===== config.mk =====
export PLATFORM = sky130hd
export DESIGN_NAME = dmac_chan_irq_ctl
export DESIGN_NICKNAME = d
export VERILOG_FILES = /design/src/rtl/dmac_ctl_pkg.sv /design/src/rtl/dmac_chbit_reg.sv /design/src/rtl/dmac_irq_bank.sv /design/src/rtl/dmac_chan_irq_ctl.sv
export SDC_FILE = /design/constraint.sdc
export NUM_CORES = 1
export LEC_CHECK = 0
export BUFFER_PORTS_ARGS = -buffer_cell sky130_fd_sc_hd__buf_2
export CORE_MARGIN = 4
export CORE_UTILIZATION = 56
export DETAILED_ROUTE_END_ITERATION = 8
export PLACE_DENSITY = 0.86
export SETUP_SLACK_MARGIN = 0.05
export SLEW_MARGIN = 30
export SYNTH_ARGS = -nofsm -noshare
export SYNTH_HDL_FRONTEND = slang
export SYNTH_SLANG_ARGS = --single-unit

===== constraint.sdc =====
create_clock -name clk_i -period 3.7 [get_ports clk_i]
set_input_delay 0.185 -clock clk_i [delete_from_list [all_inputs] [get_ports clk_i]]
set_output_delay 0.185 -clock clk_i [all_outputs]
set_load 0.03 [all_outputs]

===== src/rtl/dmac_ctl_pkg.sv =====
package dmac_ctl_pkg;
  localparam int unsigned ADR_CFG_W  = 0;
  localparam int unsigned ADR_CHEN_W = 1;
  localparam int unsigned IRQ_GRP0   = 1;  // type t occupies word group IRQ_GRP0+t (4 words)
  localparam logic [1:0] V_RAW  = 2'd0;
  localparam logic [1:0] V_STAT = 2'd1;
  localparam logic [1:0] V_MASK = 2'd2;
  localparam logic [1:0] V_CLR  = 2'd3;
endpackage


===== src/rtl/dmac_chbit_reg.sv =====
module dmac_chbit_reg #(
  parameter int unsigned N_CH = 8
) (
  input  logic            clk_i,
  input  logic            rst_ni,
  input  logic            wr_i,
  input  logic [N_CH-1:0] wen_i,
  input  logic [N_CH-1:0] val_i,
  input  logic [N_CH-1:0] hw_clr_i,
  output logic [N_CH-1:0] q_o
);
  logic [N_CH-1:0] q_d;

  always_comb begin
    q_d = q_o;
    if (wr_i) q_d = (q_o & ~wen_i) | (val_i & wen_i);
    q_d = q_d & ~hw_clr_i;  // hardware clear wins
  end

  always_ff @(posedge clk_i or negedge rst_ni) begin
    if (!rst_ni) q_o <= '0;
    else         q_o <= q_d;
  end

  // bits without write-enable and without clear do not move
  a_r3_unselected_hold: assert property (@(posedge clk_i) disable iff (!rst_ni)
    1'b1 |=> (((q_o ^ $past(q_o)) & ~($past(wen_i) & {N_CH{$past(wr_i)}}) & ~$past(hw_clr_i)) == '0));
  // done clears the bit at the next edge
  a_r5_done_clears: assert property (@(posedge clk_i) disable iff (!rst_ni)
    (hw_clr_i != '0) |=> ((q_o & $past(hw_clr_i)) == '0));
endmodule


===== src/rtl/dmac_irq_bank.sv =====
module dmac_irq_bank #(
  parameter int unsigned N_CH = 8
) (
  input  logic            clk_i,
  input  logic            rst_ni,
  input  logic [N_CH-1:0] evt_i,
  input  logic            clr_wr_i,
  input  logic [N_CH-1:0] clr_i,
  input  logic            mask_wr_i,
  input  logic [N_CH-1:0] mask_wen_i,
  input  logic [N_CH-1:0] mask_val_i,
  output logic [N_CH-1:0] raw_o,
  output logic [N_CH-1:0] mask_o
);
  logic [N_CH-1:0] clr_eff;
  assign clr_eff = clr_wr_i ? clr_i : '0;

  always_ff @(posedge clk_i or negedge rst_ni) begin
    if (!rst_ni) raw_o <= '0;
    else         raw_o <= (raw_o & ~clr_eff) | evt_i;  // set wins
  end

  dmac_chbit_reg #(.N_CH(N_CH)) u_mask (
    .clk_i    (clk_i),
    .rst_ni   (rst_ni),
    .wr_i     (mask_wr_i),
    .wen_i    (mask_wen_i),
    .val_i    (mask_val_i),
    .hw_clr_i ('0),
    .q_o      (mask_o)
  );

  // an event always lands, even against a clear
  a_r6_evt_sets_raw: assert property (@(posedge clk_i) disable iff (!rst_ni)
    (evt_i != '0) |=> ((raw_o & $past(evt_i)) == $past(evt_i)));
  // raw moves only on an event or a clear write
  a_r7_raw_hold: assert property (@(posedge clk_i) disable iff (!rst_ni)
    (!clr_wr_i && evt_i == '0) |=> $stable(raw_o));
endmodule


===== src/rtl/dmac_chan_irq_ctl.sv =====
module dmac_chan_irq_ctl
  import dmac_ctl_pkg::*;
#(
  parameter int unsigned N_CH   = 8,   // at most 8
  parameter int unsigned N_IRQ  = 3,
  parameter int unsigned ADDR_W = 5,
  localparam int unsigned EVT_W = N_CH * N_IRQ
) (
  input  logic              clk_i,
  input  logic              rst_ni,
  input  logic              req_i,
  input  logic              we_i,
  input  logic [ADDR_W-1:0] addr_i,
  input  logic [31:0]       wdata_i,
  output logic [31:0]       rdata_o,
  input  logic [EVT_W-1:0]  evt_i,
  input  logic [N_CH-1:0]   ch_done_i,
  output logic [N_CH-1:0]   ch_en_o,
  output logic              irq_o
);
  localparam logic [ADDR_W-1:0] ADR_CFG  = ADDR_W'(ADR_CFG_W);
  localparam logic [ADDR_W-1:0] ADR_CHEN = ADDR_W'(ADR_CHEN_W);

  logic            wr, rd;
  logic [N_CH-1:0] wen, val;
  logic            glob_q;
  logic [N_CH-1:0] chen_q;
  logic [N_CH-1:0] raw_w  [N_IRQ];
  logic [N_CH-1:0] mask_w [N_IRQ];
  logic [N_IRQ-1:0] grp_hit;
  logic [31:0]     rd_mux;
  logic            unused_wd;

  assign wr  = req_i & we_i;
  assign rd  = req_i & ~we_i;
  assign wen = wdata_i[8 +: N_CH];
  assign val = wdata_i[0 +: N_CH];
  assign unused_wd = ^wdata_i;

  always_ff @(posedge clk_i or negedge rst_ni) begin
    if (!rst_ni)                     glob_q <= 1'b0;
    else if (wr && addr_i == ADR_CFG) glob_q <= wdata_i[0];
  end

  dmac_chbit_reg #(.N_CH(N_CH)) u_chen (
    .clk_i    (clk_i),
    .rst_ni   (rst_ni),
    .wr_i     (wr && addr_i == ADR_CHEN),
    .wen_i    (wen),
    .val_i    (val),
    .hw_clr_i (ch_done_i),
    .q_o      (chen_q)
  );

  for (genvar t = 0; t < N_IRQ; t++) begin : g_irq
    localparam logic [ADDR_W-3:0] GRP_ID = (ADDR_W-2)'(IRQ_GRP0 + t);
    assign grp_hit[t] = (addr_i[ADDR_W-1:2] == GRP_ID);
    dmac_irq_bank #(.N_CH(N_CH)) u_bank (
      .clk_i      (clk_i),
      .rst_ni     (rst_ni),
      .evt_i      (evt_i[t*N_CH +: N_CH]),
      .clr_wr_i   (wr && grp_hit[t] && addr_i[1:0] == V_CLR),
      .clr_i      (val),
      .mask_wr_i  (wr && grp_hit[t] && addr_i[1:0] == V_MASK),
      .mask_wen_i (wen),
      .mask_val_i (val),
      .raw_o      (raw_w[t]),
      .mask_o     (mask_w[t])
    );
  end

  always_comb begin
    rd_mux = '0;
    if (addr_i == ADR_CFG)       rd_mux[0] = glob_q;
    else if (addr_i == ADR_CHEN) rd_mux[N_CH-1:0] = chen_q;
    for (int t = 0; t < N_IRQ; t++) begin
      if (grp_hit[t]) begin
        case (addr_i[1:0])
          V_RAW:   rd_mux[N_CH-1:0] = raw_w[t];
          V_STAT:  rd_mux[N_CH-1:0] = raw_w[t] & mask_w[t];
          V_MASK:  rd_mux[N_CH-1:0] = mask_w[t];
          default: rd_mux = '0;  // clear view is write-only
        endcase
      end
    end
  end

  always_ff @(posedge clk_i or negedge rst_ni) begin
    if (!rst_ni)  rdata_o <= '0;
    else if (rd)  rdata_o <= rd_mux;
  end

  always_comb begin
    irq_o = 1'b0;
    for (int t = 0; t < N_IRQ; t++) irq_o = irq_o | (|(raw_w[t] & mask_w[t]));
  end

  assign ch_en_o = glob_q ? chen_q : '0;

  // read data holds when no read is accepted
  a_r12_rdata_hold: assert property (@(posedge clk_i) disable iff (!rst_ni)
    !rd |=> $stable(rdata_o));
  // global disable silences every channel
  a_r2_global_gate: assert property (@(posedge clk_i) disable iff (!rst_ni)
    (wr && addr_i == ADR_CFG && !wdata_i[0]) |=> (ch_en_o == '0));
endmodule


==> results of run 1 <==
[per-stage QoR]
step | cell area (µm²) | instances | hold slack [ps] | setup WS, ps
4_1_cts | 4250 | 529 | 3.24 | 1590
5_1_grt | 4280 | 532 | 0.593 | 1460
3_5_place_dp | 4000 | 505 | 230 | 1570
3_3_place_gp | 4000 | 505 | 228 | 1600
2_1_floorplan | 3750 | 391 | -111 | 2130
6_report | 4280 | 532 | 13.7 | 1560
[final timing paths]
| kind | to | depth (start not counted) | startpoint | slack [ps] |
|---|---|---|---|---|
| setup / recovery | irq_o | 5 | flop | 1560 |
| hold / removal | g_irq[1].u_bank.raw_o[7] | 2 | evt_i[15] | 10 |
| setup reg to reg | rdata_o[0] | 3 | glob_q | 2300 |
| hold reg to reg | g_irq[2].u_bank.raw_o[7] | 1 | g_irq[2].u_bank.raw_o[7] | 520 |
| max in group asynchronous | async pin | 3 | rst_ni | 2390 |
| min in group asynchronous | g_irq[0].u_bank.raw_o[7] | 2 | rst_ni | 380 |
[power breakdown]
part | switching [µW] | internal [µW]
Clock | 270 | 256
Combinational | 177 | 112
Sequential | 33.1 | 743
Total | 481 | 1110
[cell type report]
class	instances	area [µm²]	area share
clock buffers	12	145	0.0339
clock inverters	3	17.5	0.00409
inverters	3	11.3	0.00263
multi-input cells	285	1890	0.441
flip-flops and latches	65	1630	0.380
well taps	77	96.3	0.0225
repair buffers	87	498	0.116
[worst max-delay path: stages, from the launching register on]
cell	delay, ps
sky130_fd_sc_hd__dfrtp_1	410
sky130_fd_sc_hd__a22o_1	240
sky130_fd_sc_hd__a221oi_1	280
sky130_fd_sc_hd__nand3_1	100
sky130_fd_sc_hd__or3_1	390
sky130_fd_sc_hd__buf_2	190
[cells by family after synthesis]
family	after synthesis	share of synthesized area
simple gates	127	0.178
compound gates	95	0.194
flops	65	0.444
buf+inv	41	0.0679
mux	39	0.115
other cells	1	0.00102
[repair_timing]
action,4_1_cts,5_1_grt
resized for setup,0,0
hold endpoints to repair,35,2
hold buffers,9,2
[layout by cell type, fill, tap and decap left out, types with 2 or more instances in the layout]
cell,instances
sky130_fd_sc_hd__buf_2,73
sky130_fd_sc_hd__dfrtp_1,65
sky130_fd_sc_hd__nand2_1,56
sky130_fd_sc_hd__a21o_1,24
sky130_fd_sc_hd__conb_1,24
sky130_fd_sc_hd__nand2b_1,21
sky130_fd_sc_hd__mux2_2,17
sky130_fd_sc_hd__a32o_1,17
sky130_fd_sc_hd__o21ai_0,17
sky130_fd_sc_hd__mux2i_1,13
sky130_fd_sc_hd__a22oi_1,13
sky130_fd_sc_hd__nor2_1,12
sky130_fd_sc_hd__dlygate4sd3_1,11
sky130_fd_sc_hd__clkbuf_8,10
sky130_fd_sc_hd__nand3_1,9
sky130_fd_sc_hd__and2_1,9
sky130_fd_sc_hd__mux2_1,9
sky130_fd_sc_hd__a31oi_1,5
sky130_fd_sc_hd__and3_1,4
sky130_fd_sc_hd__a21oi_1,4
sky130_fd_sc_hd__nand4_1,3
sky130_fd_sc_hd__a221oi_1,3
sky130_fd_sc_hd__nor3b_1,3
sky130_fd_sc_hd__inv_1,3
sky130_fd_sc_hd__buf_4,3
sky130_fd_sc_hd__or3b_1,2
sky130_fd_sc_hd__a22o_1,2
sky130_fd_sc_hd__nor3_4,2
sky130_fd_sc_hd__nor2b_1,2
sky130_fd_sc_hd__a31o_2,2
sky130_fd_sc_hd__a32oi_1,2
sky130_fd_sc_hd__o21a_1,2
sky130_fd_sc_hd__clkinv_2,2
sky130_fd_sc_hd__clkbuf_1,2
[Yosys cell counts (3+ instances only)]
cell / instances / share of area
sky130_fd_sc_hd__o21ai_0: 17 / 0.023
sky130_fd_sc_hd__buf_2: 4 / 0.0055
sky130_fd_sc_hd__mux2_1: 9 / 0.028
sky130_fd_sc_hd__a221oi_1: 3 / 0.0072
sky130_fd_sc_hd__a32o_1: 17 / 0.046
sky130_fd_sc_hd__inv_1: 3 / 0.0031
sky130_fd_sc_hd__nand2_1: 56 / 0.057
sky130_fd_sc_hd__clkbuf_1: 8 / 0.0082
sky130_fd_sc_hd__and3_1: 4 / 0.0068
sky130_fd_sc_hd__nand4_1: 3 / 0.0051
sky130_fd_sc_hd__and2_1: 9 / 0.015
sky130_fd_sc_hd__nand3_1: 9 / 0.012
sky130_fd_sc_hd__mux2i_1: 13 / 0.035
sky130_fd_sc_hd__nand2b_1: 21 / 0.036
sky130_fd_sc_hd__a21oi_1: 4 / 0.0055
sky130_fd_sc_hd__nor3b_1: 3 / 0.0061
sky130_fd_sc_hd__a21o_1: 24 / 0.049
sky130_fd_sc_hd__a31oi_1: 5 / 0.0085
sky130_fd_sc_hd__buf_4: 24 / 0.049
sky130_fd_sc_hd__dfrtp_1: 65 / 0.44
sky130_fd_sc_hd__mux2_2: 17 / 0.052
sky130_fd_sc_hd__nor2_1: 12 / 0.012
sky130_fd_sc_hd__a22oi_1: 13 / 0.027
[routing by layer]
| layer | part of all wire | track usage | wire [µm] |
|---|---|---|---|
| met1 | 0.37 | 0.358 | 3860 |
| met2 | 0.49 | 0.457 | 5090 |
| met3 | 0.10 | 0.0645 | 1070 |
| met4 | 0.030 | 0.128 | 310 |
| met5 | 0 | 0 | 0 |
==> out/summary.log, run 1 <==
[floorplanning] Floorplan Core Area 6350 µm²
[timing] final-report hold violation count 0
[global_routing] GRT Total Usage 0.281
[placement] placer's final routability congestion estimate 0.911
[drt] Via density 6.21
[finish] diode insertion count for antenna repair 0
[timing] # setup viols final 0
[critical_path] Max Fanout on Critical Path 4
[global_routing] wire length of the first global-routing pass 16500 µm
[drt] number of nets with antenna violations after detailed routing 0
[synth] total number of yosys warnings 0
[drt] total detailed-routing wirelength 10300 µm
[drt] iteration count of the initial detailed-routing pass 5
[cts] CTS Root Cell sky130_fd_sc_hd__clkbuf_8
[critical_path] required time of the critical path 3510 ps
[synth] portion of the post-synthesis area used by sequential elements 0.444
[global_routing] pin count of the biggest net entering global routing 39
[synth] number of unique standard cell types used by synthesis 40
[timing] clk_skew 9.46 ps
[pwr] Overall Power 1590 µW
[synth] number of enable-type register cells in the synthesized netlist 0
[finish] fraction of final layout cells with drive strength greater than 1 0.246
[finish] final design utilization 0.674
[placement] Final HPWL DP 7030 µm
[cts] number of sinks on the clock net 65
[drt] Remaining DRCs 0
[synth] async set or reset register ratio after synthesis 1.00
[global_routing] antenna violations before repair 0
[pwr] total power divided by cell area 372 nW/µm²
[floorplanning] height of the chip 88.9 µm
[cts] TritonCTS Buffers 9
[floorplanning] number of primary I/O pins 114
[cts] clk slew on worst S/H paths 70 ps
[timing] worst max-slew margin expressed relative to the limit 0.347
[timing] unrepaired setup endpoints after global routing no
[critical_path] data arrival time of the critical path 1950 ps
[placement] IO buf count 73
[status] status completed
[timing] final cycle utilization of the critical path 0.577
[drt] average wire per standard cell 19.4 µm
[cts] H-Tree Depth 3
[critical_path] kind of critical path reg2out
[drt] violation count after the first detailed-routing iteration 425
[critical_path] kind of capture point of the worst setup path output pin
[global_routing] overall overflow remaining after global route 0
[worst_hold_path] type of the most critical hold path in2reg
[synth] commonest register cell after synthesis sky130_fd_sc_hd__dfrtp_1
[pwr] leakage power figure 0.00192 µW
[floorplanning] starting utilization of the core area 0.578
[timing] crit path time final 2140 ps
[synth] cell count after synthesis 368
[cts] Clock Latency Late Sink 350 ps
[pwr] maximum VDD drop 0.280 mV
[synth] Post-Syn Area per Cell 9.97 µm²
[job] max cap viols 0
[drt] number of vias after detailed routing 3303
[timing] setup TNS after final layout 0 ps
[cts] number of buffers on the longest clock path 2
[critical_path] startpoint type of the worst setup path flop
[finish] number of nets in the finished design 524
[floorplanning] die area 7910 µm²
[timing] count of final max-slew check failures 0
[cts] number of buffers inserted to repair setup after CTS 0
[timing] achievable frequency 0.468 GHz
[global_routing] vias in the first global route 3274
[synth] cell area after synthesis 3670 µm²
[synth] flop and latch count out of synthesis 65
[finish] signed area change from the synthesized netlist to the final layout 16.8%
[timing] Worst Max-Slew Pin Slew 978 ps
[floorplanning] width of the die 88.9 µm
[finish] fill count 504
[cts] clock tree from TritonCTS built
[floorplanning] placement row count 29
Power figures use the tool's default switching activity.
==> run 2: changes to the inputs <==
--- a/config.mk
+++ b/config.mk
@@ -5,11 +5,12 @@
 export SDC_FILE = /design/constraint.sdc
 export NUM_CORES = 1
 export LEC_CHECK = 0
+export ABC_AREA = 1
 export BUFFER_PORTS_ARGS = -buffer_cell sky130_fd_sc_hd__buf_2
 export CORE_MARGIN = 4
-export CORE_UTILIZATION = 56
+export CORE_UTILIZATION = 52
 export DETAILED_ROUTE_END_ITERATION = 8
-export PLACE_DENSITY = 0.86
+export PLACE_DENSITY = 0.81
 export SETUP_SLACK_MARGIN = 0.05
 export SLEW_MARGIN = 30
 export SYNTH_ARGS = -nofsm -noshare
==> constraint.sdc (replaced) <==
create_clock -name clk_i -period 2.2 [get_ports clk_i]
set_input_delay 0.11 -clock clk_i [delete_from_list [all_inputs] [get_ports clk_i]]
set_output_delay 0.11 -clock clk_i [all_outputs]
set_load 0.03 [all_outputs]
==> out/summary.log, run 2 <==
[global_routing] GRT Total Usage 0.265 [-0.0162]
[cts] number of buffers inserted to repair setup after CTS 0 [unchanged]
[synth] cell with the most instances after synthesis sky130_fd_sc_hd__nand2_1
[placement] pre-CTS setup slack 576 ps [-991 ps]
[cts] number of sinks on the clock net 65 [unchanged]
[finish] signed area change from the synthesized netlist to the final layout 24.2%
[placement] IO buf count 73 [unchanged]
[timing] setup TNS after final layout 0 ps [unchanged]
[drt] number of vias after detailed routing 3882 [+18%]
[drt] total detailed-routing wirelength 11200 µm [+8.1%]
[synth] cell area after synthesis 3760 µm² [+2.5%]
[global_routing] wire length of the first global-routing pass 17600 µm [+7.1%]
[timing] final-report hold violation count 0 [unchanged]
[cts] CTS Root Cell sky130_fd_sc_hd__clkbuf_8
[finish] fill count 585 [+16%]
[global_routing] overall overflow remaining after global route 0 [unchanged]
[drt] iteration count of the initial detailed-routing pass 6 [+1]
[critical_path] data arrival time of the critical path 1540 ps [-410 ps]
[synth] commonest register cell after synthesis sky130_fd_sc_hd__dfrtp_1
[cts] H-Tree Depth 3 [unchanged]
[timing] # setup viols final 0 [unchanged]
[status] status completed
[synth] number of unique standard cell types used by synthesis 26 [-35%]
[pwr] share of power burned in registers 0.451 [-0.036]
[worst_hold_path] startpoint of the tightest hold check path we_i
[synth] Post-Syn Area per Cell 7.31 µm² [-27%]
[synth] largest cells by area after synthesis sky130_fd_sc_hd__dfrtp_1 43%, sky130_fd_sc_hd__nand2_1 14%, sky130_fd_sc_hd__inv_1 6.7%
[finish] number of nets in the finished design 700 [+34%]
[floorplanning] height of the chip 93.0 µm [+4.6%]
[floorplanning] Floorplan Core Area 6910 µm² [+8.8%]
[cts] number of buffers on the longest clock path 2 [unchanged]
[finish] fraction of final layout cells with drive strength greater than 1 0.182 [-0.0639]
[critical_path] list of cells traversed by the critical path inv_1, o21ai_0, nor2_1, nand2_1, nor2_1, nand2_1, buf_2
[global_routing] antenna violations before repair 0 [unchanged]
[critical_path] required time of the critical path 2090 ps [-1420 ps]
[drt] violation count after the first detailed-routing iteration 322 [-24%]
[synth] most numerous cell types in the synthesized netlist 140 x sky130_fd_sc_hd__nand2_1, 67 x sky130_fd_sc_hd__inv_1, 65 x sky130_fd_sc_hd__dfrtp_1
[critical_path] r2r setup slk 1020 ps [-1280 ps]
[critical_path] highest cell delay on the worst timing path 370 ps [-40 ps]
[timing] final cycle utilization of the critical path 0.749
[synth] area fraction of the dominant cell type after synthesis 0.433 [-0.0109]
[finish] diode insertion count for antenna repair 0 [unchanged]
[global_routing] pin count of the biggest net entering global routing 33 [-15%]
[critical_path] family with the most delay on the worst path flip-flops
[drt] Remaining DRCs 0 [unchanged]
[drt] average wire per standard cell 15.4 µm [-21%]
[floorplanning] starting utilization of the core area 0.544 [-0.0332]
[finish] commonest non-fill, non-tap cell in the layout sky130_fd_sc_hd__nand2_1
[drt] number of nets with antenna violations after detailed routing 0 [unchanged]
[floorplanning] placement row count 30 [+3.4%]
[critical_path] Buf/Inv on CP 2 [+1]
[timing] clk_skew 8.47 ps [-0.991 ps]
[placement] Final HPWL DP 7570 µm [+7.6%]
[timing] count of final max-slew check failures 0 [unchanged]
[pwr] maximum VDD drop 0.356 mV [+27%]
[pwr] leakage power figure 0.00240 µW [+25%]
[cts] TritonCTS Buffers 9 [unchanged]
[cts] Clock Latency Late Sink 350 ps [about the same]
[synth] cell count after synthesis 514 [+40%]
[floorplanning] width of the die 93.0 µm [+4.6%]
[timing] Worst Max-Slew Pin Slew 505 ps [-473 ps]
[synth] flop and latch count out of synthesis 65 [unchanged]
[pwr] net switching fraction of the power 0.299 [-0.00303]
[pwr] total power divided by cell area 617 nW/µm² [+66%]
[critical_path] startpoint type of the worst setup path flop
[synth] share of the synthesized area in compound gates (AO/OA/AOI/OAI) 0.147 [-0.0470]
[job] max cap viols 0 [unchanged]
[synth] async set or reset register ratio after synthesis 1.00 [unchanged]
[timing] worst max-slew margin expressed relative to the limit 0.663 [+0.317]
[critical_path] highest-delay cell along the critical path sky130_fd_sc_hd__dfrtp_1
[cts] clock tree from TritonCTS built
[finish] top library cells by usage in the layout, fill and taps aside 140 x sky130_fd_sc_hd__nand2_1, 73 x sky130_fd_sc_hd__buf_2, 67 x sky130_fd_sc_hd__inv_1, 65 x sky130_fd_sc_hd__dfrtp_1, 48 x sky130_fd_sc_hd__nor2_1
[synth] main combinational cell family by area after synthesis simple AND/OR/NAND/NOR gates
[synth] fraction of the mapped netlist area in simple logic gates 0.284 [+0.106]
[synth] post-synthesis share of cell area spent on xor and xnor gates 0 [unchanged]
[pwr] internal power 2020 µW [+82%]
[synth] Yosys top cell by area sky130_fd_sc_hd__dfrtp_1
[critical_path] kind of capture point of the worst setup path output pin
[synth] total number of yosys warnings 0 [unchanged]
[synth] portion of netlist area occupied by mux cells 0 [-0.115]
[timing] crit path time final 1650 ps
[critical_path] Max Fanout on Critical Path 2 [-2]
[global_routing] vias in the first global route 3751 [+15%]
[critical_path] kind of critical path reg2out
[timing] unrepaired setup endpoints after global routing no
[pwr] Net Sw Power 861 µW [+79%]
[timing] final critical-path setup slack 552 ps [-1010 ps]
[floorplanning] die area 8650 µm² [+9.4%]
[placement] placer's final routability congestion estimate 0.917 [+0.56%]
[synth] number of enable-type register cells in the synthesized netlist 0 [unchanged]
[timing] worst hold slack across all endpoints 36.7 ps [+23.1 ps]
[floorplanning] number of primary I/O pins 114 [unchanged]
[critical_path] worst r2r src glob_q
[cts] clk slew on worst S/H paths 70 ps [about the same]
[synth] portion of the post-synthesis area used by sequential elements 0.433 [-0.0109]
[pwr] Clk pwr share 0.359 [+0.028]
[drt] Via density 5.34 [-14%]
[pwr] proportion of power drawn by combinational gates 0.189 [+0.007]
[timing] achievable frequency 0.607 GHz
[worst_hold_path] type of the most critical hold path in2reg
[synth] adder-cell area share of the yosys netlist 0 [unchanged]
[run 2: power groups by stage]
stage	combinational, µW	clock (µW)	sequential, µW
final	545	1040	1300
after global placement	478	0	1320
after CTS	537	1030	1300
after detailed placement	489	0	1320
after global routing	599	1090	1310
after floorplan	320	0	1340
[run 2: final timing paths]
kind / endpoint / depth (start not counted)
worst min-delay path: rdata_o[0] / 3
worst max register to register: rdata_o[0] / 4
worst min register to register: flop / 2
max in group asynchronous: u_chen.q_o[3] / 3
min in group asynchronous: glob_q / 2
worst max-delay path: irq_o / 7
[run 2: worst reg2reg max path: stages, from the launching register on]
cell	delay, ps
sky130_fd_sc_hd__dfrtp_1	570
sky130_fd_sc_hd__nand4_1	190
sky130_fd_sc_hd__nand3_1	110
sky130_fd_sc_hd__o21bai_1	140
sky130_fd_sc_hd__nand2_1	60
[run 2: layout make-up]
cell class	instances	area, µm²	share of cell area
Multi-Input combinational cell	368	1710	0.366
Inverter	72	270	0.0579
Tap cell	96	120	0.0257
Timing Repair Buffer	111	746	0.160
Clock buffer	12	155	0.0332
Sequential cell	65	1630	0.348
Clock inverter	3	40.0	0.00858
[run 2: logic make-up (layout without fill, tap and decap cells)]
kind of cell           Yosys count  after routing
other                            1             24
buffers and inverters          104            198
AO/OA/AOI/OAI                  101            101
flip-flops                      65             65
AND/OR/NAND/NOR                243            243
[run 2: per-layer routing]
metal  GRT usage  vias up  wire length [µm]
met3      0.0684       39              1180
met5           0        -                 0
li1            -     1806                 -
met2       0.454      251              5510
met4       0.129        0               329
met1       0.306     1786              4160
[run 2: metrics by stage]
step | instance area (µm²) | total power [µW] | cells | util
final | 4670 | 2880 | 727 | 0.676
after global routing | 4670 | 2990 | 727 | 0.676
after CTS | 4670 | 2870 | 727 | 0.676
after detailed placement | 4140 | 1810 | 679 | 0.600
after global placement | 4140 | 1790 | 679 | 0.600
after floorplan | 3850 | 1660 | 537 | -
[run 2: what timing repair did]
item,4_1_cts,5_1_grt
gates resized for setup,0,0
hold buffers,33,0
hold endpoints to repair,46,0
